===== config.mk =====
export PLATFORM = sky130hd
export DESIGN_NAME = pulse_link_receiver
export DESIGN_NICKNAME = d
export VERILOG_FILES = /design/src/rtl/pdec_pkg.sv /design/src/rtl/pdec_classifier.sv /design/src/rtl/pdec_hold_latch.sv /design/src/rtl/pdec_silence_wdt.sv /design/src/rtl/pulse_link_receiver.sv
export SDC_FILE = /design/constraint.sdc
export NUM_CORES = 1
export LEC_CHECK = 0
export ABC_CLOCK_PERIOD_IN_PS = 1900
export BUFFER_PORTS_ARGS = -buffer_cell sky130_fd_sc_hd__buf_4
export CORE_UTILIZATION = 56
export CTS_CLUSTER_SIZE = 12
export DETAILED_ROUTE_END_ITERATION = 10
export MAX_ROUTING_LAYER = met4
export PLACE_DENSITY = 0.81
export SYNTH_ARGS = -nofsm -noshare
export SYNTH_HDL_FRONTEND = slang
export SYNTH_HIERARCHICAL = 1
export SYNTH_SLANG_ARGS = --single-unit

===== constraint.sdc =====
create_clock -name clk -period 1.9 [get_ports clk]
set_input_delay 0.285 -clock clk [delete_from_list [all_inputs] [get_ports clk]]
set_output_delay 0.285 -clock clk [all_outputs]
set_load 0.01 [all_outputs]

===== src/rtl/pdec_pkg.sv =====
package pdec_pkg;

  // Meaning of one sampled cycle of the two pulse inputs
  typedef enum logic [1:0] {
    EV_NONE     = 2'd0,
    EV_SET      = 2'd1,
    EV_CLR      = 2'd2,
    EV_CONFLICT = 2'd3
  } pulse_ev_e;

  function automatic pulse_ev_e classify_pulse(input logic set_p, input logic clr_p);
    pulse_ev_e ev;
    unique case ({set_p, clr_p})
      2'b10:   ev = EV_SET;
      2'b01:   ev = EV_CLR;
      2'b11:   ev = EV_CONFLICT;
      default: ev = EV_NONE;
    endcase
    return ev;
  endfunction

  // Only a single-polarity cycle is an accepted pulse
  function automatic logic pulse_accepted(input pulse_ev_e ev);
    return (ev == EV_SET) || (ev == EV_CLR);
  endfunction

  function automatic logic pulse_level(input pulse_ev_e ev);
    return (ev == EV_SET);
  endfunction

  // Failsafe level: a silent link reads as high
  function automatic logic failsafe_level(input logic lost, input logic held);
    return lost | held;
  endfunction

endpackage


===== src/rtl/pdec_classifier.sv =====
module pdec_classifier
  import pdec_pkg::*;
(
  input  logic      set_pulse_i,
  input  logic      clr_pulse_i,
  output pulse_ev_e ev_o,
  output logic      accept_o,
  output logic      level_o
);

  pulse_ev_e ev;

  always_comb begin
    ev       = classify_pulse(set_pulse_i, clr_pulse_i);
    ev_o     = ev;
    accept_o = pulse_accepted(ev);
    level_o  = pulse_level(ev);
  end

endmodule


===== src/rtl/pdec_hold_latch.sv =====
module pdec_hold_latch
  import pdec_pkg::*;
#(
  parameter logic RESET_LEVEL = 1'b1
) (
  input  logic      clk,
  input  logic      rst,
  input  pulse_ev_e ev_i,
  input  logic      accept_i,
  input  logic      level_i,
  output logic      held_o
);

  logic held_q;

  always_ff @(posedge clk) begin
    if (rst) begin
      held_q <= RESET_LEVEL;
    end else if (accept_i) begin
      held_q <= level_i;
    end
  end

  assign held_o = held_q;

  // a set pulse stores a high level
  assert_set_stores_high_R2: assert property (@(posedge clk) disable iff (rst)
    (ev_i == EV_SET) |=> held_q);

  // a clear pulse stores a low level
  assert_clr_stores_low_R3: assert property (@(posedge clk) disable iff (rst)
    (ev_i == EV_CLR) |=> !held_q);

  // an idle cycle keeps the stored level
  assert_idle_holds_R4: assert property (@(posedge clk) disable iff (rst)
    (ev_i == EV_NONE) |=> $stable(held_q));

  // a conflicting cycle keeps the stored level
  assert_conflict_holds_R5: assert property (@(posedge clk) disable iff (rst)
    (ev_i == EV_CONFLICT) |=> $stable(held_q));

endmodule


===== src/rtl/pdec_silence_wdt.sv =====
module pdec_silence_wdt #(
  parameter int TIMEOUT_CYCLES = 625
) (
  input  logic clk,
  input  logic rst,
  input  logic accept_i,
  output logic lost_o,
  output logic trip_o
);

  localparam int CNT_W = (TIMEOUT_CYCLES > 2) ? $clog2(TIMEOUT_CYCLES) : 1;
  localparam logic [CNT_W-1:0] LAST_QUIET = CNT_W'(TIMEOUT_CYCLES - 1);

  logic [CNT_W-1:0] quiet_q;
  logic             lost_q;
  logic             at_limit;

  assign at_limit = (quiet_q == LAST_QUIET);
  assign trip_o   = !lost_q && !accept_i && at_limit;

  always_ff @(posedge clk) begin
    if (rst) begin
      quiet_q <= '0;
      lost_q  <= 1'b1;
    end else if (accept_i) begin
      quiet_q <= '0;
      lost_q  <= 1'b0;
    end else if (!lost_q) begin
      if (at_limit) begin
        lost_q <= 1'b1;
      end else begin
        quiet_q <= quiet_q + CNT_W'(1);
      end
    end
  end

  assign lost_o = lost_q;

  // any accepted pulse clears the lost state at the next edge
  assert_pulse_restores_link_R8: assert property (@(posedge clk) disable iff (rst)
    accept_i |=> !lost_q);

  // the lost state never rises in a cycle that carried a pulse
  assert_no_trip_on_pulse_R6: assert property (@(posedge clk) disable iff (rst)
    $rose(lost_q) |-> $past(!accept_i));

  // once lost, only a pulse brings the link back
  assert_lost_sticky_R6: assert property (@(posedge clk) disable iff (rst)
    (lost_q && !accept_i) |=> lost_q);

endmodule


===== src/rtl/pulse_link_receiver.sv =====
module pulse_link_receiver
  import pdec_pkg::*;
#(
  parameter int TIMEOUT_CYCLES = 625
) (
  input  logic clk,
  input  logic rst,
  input  logic set_pulse_i,
  input  logic clr_pulse_i,
  output logic data_o,
  output logic link_lost_o
);

  localparam int RUN_W = $clog2(TIMEOUT_CYCLES + 1) + 1;

  pulse_ev_e ev;
  logic      accept;
  logic      level;
  logic      held;
  logic      lost;
  logic      trip;

  pdec_classifier u_classifier (
    .set_pulse_i (set_pulse_i),
    .clr_pulse_i (clr_pulse_i),
    .ev_o        (ev),
    .accept_o    (accept),
    .level_o     (level)
  );

  pdec_hold_latch #(
    .RESET_LEVEL (1'b1)
  ) u_latch (
    .clk      (clk),
    .rst      (rst),
    .ev_i     (ev),
    .accept_i (accept),
    .level_i  (level),
    .held_o   (held)
  );

  pdec_silence_wdt #(
    .TIMEOUT_CYCLES (TIMEOUT_CYCLES)
  ) u_wdt (
    .clk      (clk),
    .rst      (rst),
    .accept_i (accept),
    .lost_o   (lost),
    .trip_o   (trip)
  );

  assign data_o      = failsafe_level(lost, held);
  assign link_lost_o = lost;

  // Assertion support: quiet-cycle run length, saturating at the timeout
  logic [RUN_W-1:0] run_q;

  always_ff @(posedge clk) begin
    if (rst) begin
      run_q <= RUN_W'(TIMEOUT_CYCLES);
    end else if (accept) begin
      run_q <= '0;
    end else if (run_q < RUN_W'(TIMEOUT_CYCLES)) begin
      run_q <= run_q + RUN_W'(1);
    end
  end

  // the flag matches the quiet-cycle window exactly
  assert_trip_window_R6: assert property (@(posedge clk) disable iff (rst)
    link_lost_o == (run_q >= RUN_W'(TIMEOUT_CYCLES)));

  // a trip request is always followed by the lost flag
  assert_trip_sets_lost_R6: assert property (@(posedge clk) disable iff (rst)
    trip |=> link_lost_o);

  // a conflicting cycle does not reload the watchdog
  assert_conflict_no_reload_R5: assert property (@(posedge clk) disable iff (rst)
    (ev == EV_CONFLICT && link_lost_o) |=> link_lost_o);

endmodule


* Word level (Yosys, flattened, before mapping)
Cells that the tools add are included.
** Cells by class
- Bitwise logic cells :: 3
- Multiplexer cells :: 4
- Equal/unequal tests :: 6
- Order comparisons :: 0
- Reductions and logical operators :: 3
- Add/sub/neg operators :: 1
- Div/mod/pow operators :: 0
- Shift-type cells :: 0
- Multipliers :: 0
** Operator list (number)
- $add 10x1->10 const B :: 1
- $eq 10x10->1 const B :: 1
- $eq 2x2->1 const B :: 3
- $pmux 2 s3 :: 1
- $eq 2x1->1 const B :: 2
- $mux 1 :: 3
- $not 1->1 :: 2
- $reduce_and 2->1 :: 1
- $reduce_or 2->1 :: 1
- $logic_or 1x1->1 :: 1
- $or 1x1->1 :: 1
** Storage, ports and cells
- Bits in registers :: 12
- Memory bits (read-only) :: 0
- Memory bits (writable) :: 0
- Word-level logic and storage cells :: 20
- Memories kept :: 0
- Output and inout bits :: 2
- Bits of input ports :: 4
- Bits in latches :: 0

* Logic depth before layout (Yosys ltp)
Gate-level depths: netlist of the first run.
- Word-level depth :: 5
- Gate-level depth with buffers :: 6
- Mapped depth without buffers :: 5

* Hierarchy
The synthesis of the first run kept the hierarchy.
** By module, submodules not included
- pdec_silence_wdt :: seq. area each 220.2 µm², instances 1, area each 639.4 µm², cells an instance 72
- pdec_classifier :: seq. area each 0.0 µm², instances 1, area each 73.8 µm², cells an instance 8
- pdec_hold_latch :: seq. area each 20.0 µm², instances 1, area each 35.0 µm², cells an instance 3
- pulse_link_receiver :: seq. area each 0.0 µm², instances 1, area each 6.3 µm², cells an instance 1

* Worst setup path after synthesis of the first run
OpenSTA, ideal clock, no wires.
- Path type :: input-to-reg
- Start point :: input set_pulse_i
- End point :: register u_wdt.quiet_q[2]
- Stages :: 6
- Required time :: 1843 ps
- Setup time :: 57 ps
- Buffers on the path :: 1
- Setup slack :: 445 ps
- Arrival :: 1398 ps
- Path through :: inv_1 ha_1 or2_2 buf_6 nor3_1 a21o_1
** Between the ends
- Cells in the longest elaborated chain, start to end :: 5
- Elaborated cells on any way between the ends :: 8
- Those cells by class :: 5 x eq/ne; 1 x mux; 2 x reduce/logical
** RTL lines
- start: declaration :: line pulse_link_receiver.sv:8 : input logic set_pulse_i,
- $eq 2x2->1 / $eq 2x1->1 (equally long branches) :: line pdec_pkg.sv:13 : unique case ({set_p, clr_p})
- $pmux 2 s3 * :: line pdec_pkg.sv:13
- $eq 2x1->1 / $eq 2x2->1 (equally long branches) :: line pdec_pkg.sv:24 : return (ev == EV_SET) || (ev == EV_CLR);
- $logic_or 1x1->1 * :: line pdec_pkg.sv:24
- net accept :: line pulse_link_receiver.sv:17 : logic accept;
- $reduce_or 2->1 (no source line) *
- end signal: assignment :: line pdec_silence_wdt.sv:32 : quiet_q <= quiet_q + CNT_W'(1);
- end: declaration :: line pdec_silence_wdt.sv:14 : logic [CNT_W-1:0] quiet_q;
Mark *: on every way through the listed nets, which the timed path passes. The rest lies on a longest branch.
A chain may end at the register's enable or synchronous reset.

* Final worst setup path of the first run
- Start point :: register u_wdt.quiet_q[0]
- End point :: register u_wdt.quiet_q[8]
** Between the ends
- Cells in the longest elaborated chain, start to end :: 3
- Elaborated cells on any way between the ends :: 4
- Those cells by class :: 1 x add/sub; 1 x eq/ne; 1 x bitwise; 1 x reduce/logical
** RTL lines
- branches (longest 3 deep; another with $add 10x1->10)
Parallel ways; which one is timed is not known.

==> flow_metrics.tcl, run 1 <==
set metrics [dict create \
    worst-path-max-fanout 7 \
    post_drt_wl_per_cell_um 13.5 \
    post_dp_cell_area_um2 744 \
    grt_pass1_vias 533 \
    diodes 0 \
    finalCritPeriodShare 0.799 \
    wl_mm 1.34 \
    cts_resized 0 \
    cts_buffer_depth 2 \
    status "completed" \
    clock-sinks 12 \
    fp.coreArea_mm2 0.00114 \
    fin_crit_ns 1.52 \
    first_pass_iters 4 \
    cts_setup_buffers 0 \
    ir_drop_uv 514 \
    critPathSlowestCell "or4_1" \
    area_growth_pct 8.30 \
    drive_gt1_frac 0.141 \
    setup.worst_path.end_class "flip-flop" \
    syn_area_um2 708 \
    remaining_drc_errors 0 \
    ios 6 \
    cpPeakStageDelay_ns 0.52 \
    path_buf_inv 0 \
    portBuffers 5 \
    fin_skew_ns 0.00508 \
    clkTransAtPathRegs_ns 0.07 \
    syn_inst 79 \
    vias 601 \
    dpl.hpwl_um 964 \
    viasPerCell 6.07 \
    placementRows 12 \
    track_usage 0.233 \
    clock_latency_ns 0.26 \
    tns_ns 0 \
    crit_family "simple AND/OR/NAND/NOR gates" \
    tightest_slew_ns 0.546 \
    postCtsHoldBufs 0 \
    relSlewSlack 0.631 \
    start_util 0.621 \
    path_class "flip-flop to flip-flop" \
    drt_iter0_drc 37 \
    die_w_um 37.6 \
    slew_viol_final 0 \
    grt_max_degree 12 \
    antenna_found_initial 0 \
    ant_nets 0 \
    setup_viol_count_final 0 \
    grt_overflow 0 \
    h-tree-depth 1 \
    crit_chain "ha_1, nand2b_1, or4_1, a21oi_1" \
    synth_fp_nets 87 \
    powerDensity_mw_per_mm2 628 \
    die_area_mm2 0.00141 \
    cts_tree "yes" \
    finalHoldViolations 0 \
    required_ns 2.10 \
    max_freq_ghz 0.658 \
    syn_avg_cell_area_um2 8.96 \
    leakagePower_uw 0.000298 \
    cts_inserted_buffers 3 \
    rsz0062_at_grt "false" \
    worstPathArrival_ns 1.72 \
    cts-root-buf "clkbuf_4" \
    grt_pass1_wl_mm 2.26 \
    maxCapViolCount 0 \
    place_congestion 0.796 \
    die_h_um 37.6 \
    design_area_um2 767 \
    yosysWarnings 6 \
    nNetsFinal 95 \
    start_kind "flip-flop" \
    holdCritPathClass "primary input to flip-flop" \
]
==> placed cells by master (no fill, tap or decap), types with 2 or more instances in the layout <==
master    count
a21oi_1       5
nor4b_1       2
ha_1          4
o31ai_1       4
nand2_1       4
dfxtp_1      12
o21ai_0       3
xor2_1        2
nor2_1        3
nand3_1       5
o211ai_1      2
buf_4         5
inv_1         5
nand4b_1      2
or4_1         4
clkbuf_4      3
==> metrics by stage <==
| step | utilization | instances | hold WS, ns | setup slack, ns | total power [uW] |
|---|---|---|---|---|---|
| 6_report | 0.672 | 99 | 0.252 | 0.381 | 482 |
| 5_1_grt | 0.672 | 99 | 0.257 | 0.230 | 513 |
| 4_1_cts | 0.672 | 99 | 0.243 | 0.382 | 490 |
| 3_5_place_dp | 0.652 | 96 | 0.488 | 0.339 | 341 |
| 3_3_place_gp | 0.652 | 96 | 0.483 | 0.368 | 339 |
| 2_1_floorplan | - | 79 | 0.384 | 0.474 | 323 |
==> final timing paths <==
path	from	to	slack [ns]	depth (start not counted)
worst max-delay path	u_wdt/quiet_q[0]$_SDFFE_PP0P_	u_wdt/quiet_q[8]$_SDFFE_PP0P_	0.38	4
worst min-delay path	rst	u_latch/held_o$_SDFFE_PP1P_	0.25	2
worst max register to register	u_wdt/quiet_q[0]$_SDFFE_PP0P_	u_wdt/quiet_q[8]$_SDFFE_PP0P_	0.38	4
worst min register to register	u_wdt/quiet_q[9]$_SDFFE_PP0P_	u_wdt/quiet_q[9]$_SDFFE_PP0P_	0.50	2
==> worst reg2reg max path, delay by kind of cell, from the launching register on <==
| family | cells | cell delay, ns |
|---|---|---|
| AO/OA/AOI/OAI | 1 | 0.14 |
| adder cells (fa/ha/maj) | 1 | 0.21 |
| flip-flops | 1 | 0.45 |
| AND/OR/NAND/NOR | 2 | 0.65 |
==> per-layer routing <==
metal,part of all wire,global-route usage,wire (um),vias to the layer above
li1,-,-,-,310
met1,0.47,0.305,626,271
met2,0.46,0.349,618,20
met3,0.072,0.0893,96,0
met4,0,0.0357,0,0
met5,0,-,0,-
==> cell type report <==
type	instances	area, um^2
clock buffer	3	22.5
sequential	12	240
fill	107	374
timing repair buffer	5	37.5
inverter	5	18.8
tap	14	17.5
multi-input combinational	60	430
==> flip-flops by register name, summed over array words and instances, names as in the netlist <==
name,flops
u_latch/held_o,1
u_wdt/lost_o,1
u_wdt/quiet_q,10
==> power breakdown <==
group	switching (uW)	internal, uW
registers	12.9	260
clock network	73.2	73.1
logic	30.4	32.6
No activity file was read; power rests on OpenSTA's default activity.
==> run 2: changes to the inputs <==
--- a/config.mk
+++ b/config.mk
@@ -5,7 +5,7 @@
 export SDC_FILE = /design/constraint.sdc
 export NUM_CORES = 1
 export LEC_CHECK = 0
-export ABC_CLOCK_PERIOD_IN_PS = 1900
+export ABC_CLOCK_PERIOD_IN_PS = 1500
 export BUFFER_PORTS_ARGS = -buffer_cell sky130_fd_sc_hd__buf_4
 export CORE_UTILIZATION = 56
 export CTS_CLUSTER_SIZE = 12
==> constraint.sdc (replaced) <==
create_clock -name clk -period 1.5 [get_ports clk]
set_input_delay 0.225 -clock clk [delete_from_list [all_inputs] [get_ports clk]]
set_output_delay 0.225 -clock clk [all_outputs]
set_load 0.01 [all_outputs]
==> flow_metrics.tcl, run 2 (synthesis gave the netlist of run 1 again) <==
set metrics [dict create \
    swShare 0.249 \
    slew_viol_final 0 \
    die_area_mm2 0.00141 \
    area_growth_pct 14.1 \
    first_pass_iters 4 \
    antenna_found_initial 0 \
    fin_skew_ns 0.00306 \
    powerDensity_mw_per_mm2 789 \
    post_drt_wl_per_cell_um 14.7 \
    required_ns 1.64 \
    dpl.hpwl_mm 1.10 \
    track_usage 0.247 \
    die_w_um 37.6 \
    maxCapViolCount 0 \
    clock-sinks 12 \
    cts_inserted_buffers 3 \
    max_freq_ghz 0.679 \
    drt_iter0_drc 31 \
    cts_resized 2 \
    clock_latency_ns 0.26 \
    worstHoldStart "rst" \
    place_congestion 0.869 \
    postCtsHoldBufs 0 \
    placementRows 12 \
    largest_reg_flops 10 \
    worst-r2r-setup-slack_ns 0.03 \
    portBuffers 5 \
    grt_pass1_vias 553 \
    cts_setup_buffers 0 \
    internal-power_uw 479 \
    r2r_start "u_wdt/quiet_q[0]$_SDFFE_PP0P_" \
    post_dp_cell_area_um2 774 \
    grt_overflow 0 \
    holdPathEnd "u_latch/held_o$_SDFFE_PP1P_" \
    worstRegToRegCells 5 \
    rsz0062_at_grt "false" \
    finalCritPeriodShare 0.982 \
    tightest_slew_ns 0.396 \
    viasPerCell 6.24 \
    r2r_end "u_wdt/quiet_q[1]$_SDFFE_PP0P_" \
    ir_drop_uv 476 \
    start_kind "flip-flop" \
    p_seq_frac 0.536 \
    cts-root-buf "clkbuf_4" \
    nNetsFinal 99 \
    relSlewSlack 0.732 \
    remaining_drc_errors 0 \
    wl_mm 1.52 \
    regMostFlops "u_wdt/quiet_q" \
    clkPwrFrac 0.299 \
    p_sw_uw 158 \
    fp.coreArea_mm2 0.00114 \
    ios 6 \
    fin_crit_ns 1.47 \
    holdCritPathClass "primary input to flip-flop" \
    grt_max_degree 10 \
    design_area_um2 808 \
    p_comb_frac 0.165 \
    ant_nets 0 \
    die_h_um 37.6 \
    start_util 0.621 \
    h-tree-depth 1 \
    status "completed" \
    path_class "flip-flop to flip-flop" \
    clkTransAtPathRegs_ns 0.07 \
    diodes 0 \
    drive_gt1_frac 0.225 \
    total_power_uw 638 \
    layout_common_cells "9 x buf_4, 9 x dfxtp_1, 5 x inv_1, 5 x nand3_1, 5 x a21oi_1" \
    worst-path-max-fanout 5 \
    leakagePower_uw 0.000325 \
    cts_tree "yes" \
    setup_viol_count_final 0 \
    worstPathArrival_ns 1.61 \
    min_path_cells 2 \
    cts_buffer_depth 2 \
    finalHoldViolations 0 \
    setup.worst_path.end_class "flip-flop" \
    grt_pass1_wl_mm 2.35 \
    vias 643 \
]
-- run 2: changes by cell type in the layout (fill, tap and decap cells not counted), sizes merged --
cell / previous run / this run
buf: 5 / 9
-- run 2: critical path, cell delays in order (launching register included) --
cell and delay, ns:
dfxtp_2 0.36, inv_1 0.06, ha_1 0.15, or4b_1 0.47, o21ai_0 0.19, o211ai_1 0.12
-- run 2: worst max path at each step --
stage | start | to | slack (ns)
floorplan | u_wdt/quiet_q[0]$_SDFFE_PP0P_ | u_wdt/quiet_q[8]$_SDFFE_PP0P_ | 0.13
global placement | u_wdt/quiet_q[0]$_SDFFE_PP0P_ | u_wdt/quiet_q[0]$_SDFFE_PP0P_ | 0.05
detailed placement | u_wdt/quiet_q[0]$_SDFFE_PP0P_ | u_wdt/quiet_q[8]$_SDFFE_PP0P_ | -0.01
CTS | u_wdt/quiet_q[0]$_SDFFE_PP0P_ | u_wdt/quiet_q[8]$_SDFFE_PP0P_ | 0.04
global route | u_wdt/quiet_q[0]$_SDFFE_PP0P_ | u_wdt/quiet_q[1]$_SDFFE_PP0P_ | 0.0008
finish | u_wdt/quiet_q[0]$_SDFFE_PP0P_ | u_wdt/quiet_q[1]$_SDFFE_PP0P_ | 0.03
-- run 2: per-stage QoR --
stage | hold WS, ns | setup TNS [ns] | util | setup WS (ns) | instances
2_1_floorplan | 0.324 | 0 | - | 0.130 | 79
3_3_place_gp | 0.456 | 0 | 0.679 | 0.0531 | 100
3_5_place_dp | 0.461 | -0.0103 | 0.679 | -0.0103 | 100
4_1_cts | 0.182 | 0 | 0.701 | 0.0367 | 103
5_1_grt | 0.193 | 0 | 0.708 | 0.000817 | 103
6_report | 0.187 | 0 | 0.708 | 0.0270 | 103
-- run 2: power by group through the flow --
stage	combinational (uW)	clock, uW	sequential (uW)
detailed placement	102	0	347
finish	105	191	342
global route	114	219	342
CTS	103	197	341
global placement	99.6	0	346
floorplan	64.0	0	346
-- run 2: layout make-up --
class	instances	area (um^2)
Sequential cell	12	244
Timing Repair Buffer	9	67.6
Fill cell	91	333
Multi-Input combinational cell	60	438
Inverter	5	18.8
Clock buffer	3	22.5
Tap cell	14	17.5
-- run 2: layer usage --
layer,vias to the layer above,share of wire,GRT usage
met3,2,0.040,0.0536
met1,303,0.50,0.326
li1,321,-,-
met2,17,0.45,0.362
met4,0,0.0053,0.107
met5,-,0,-
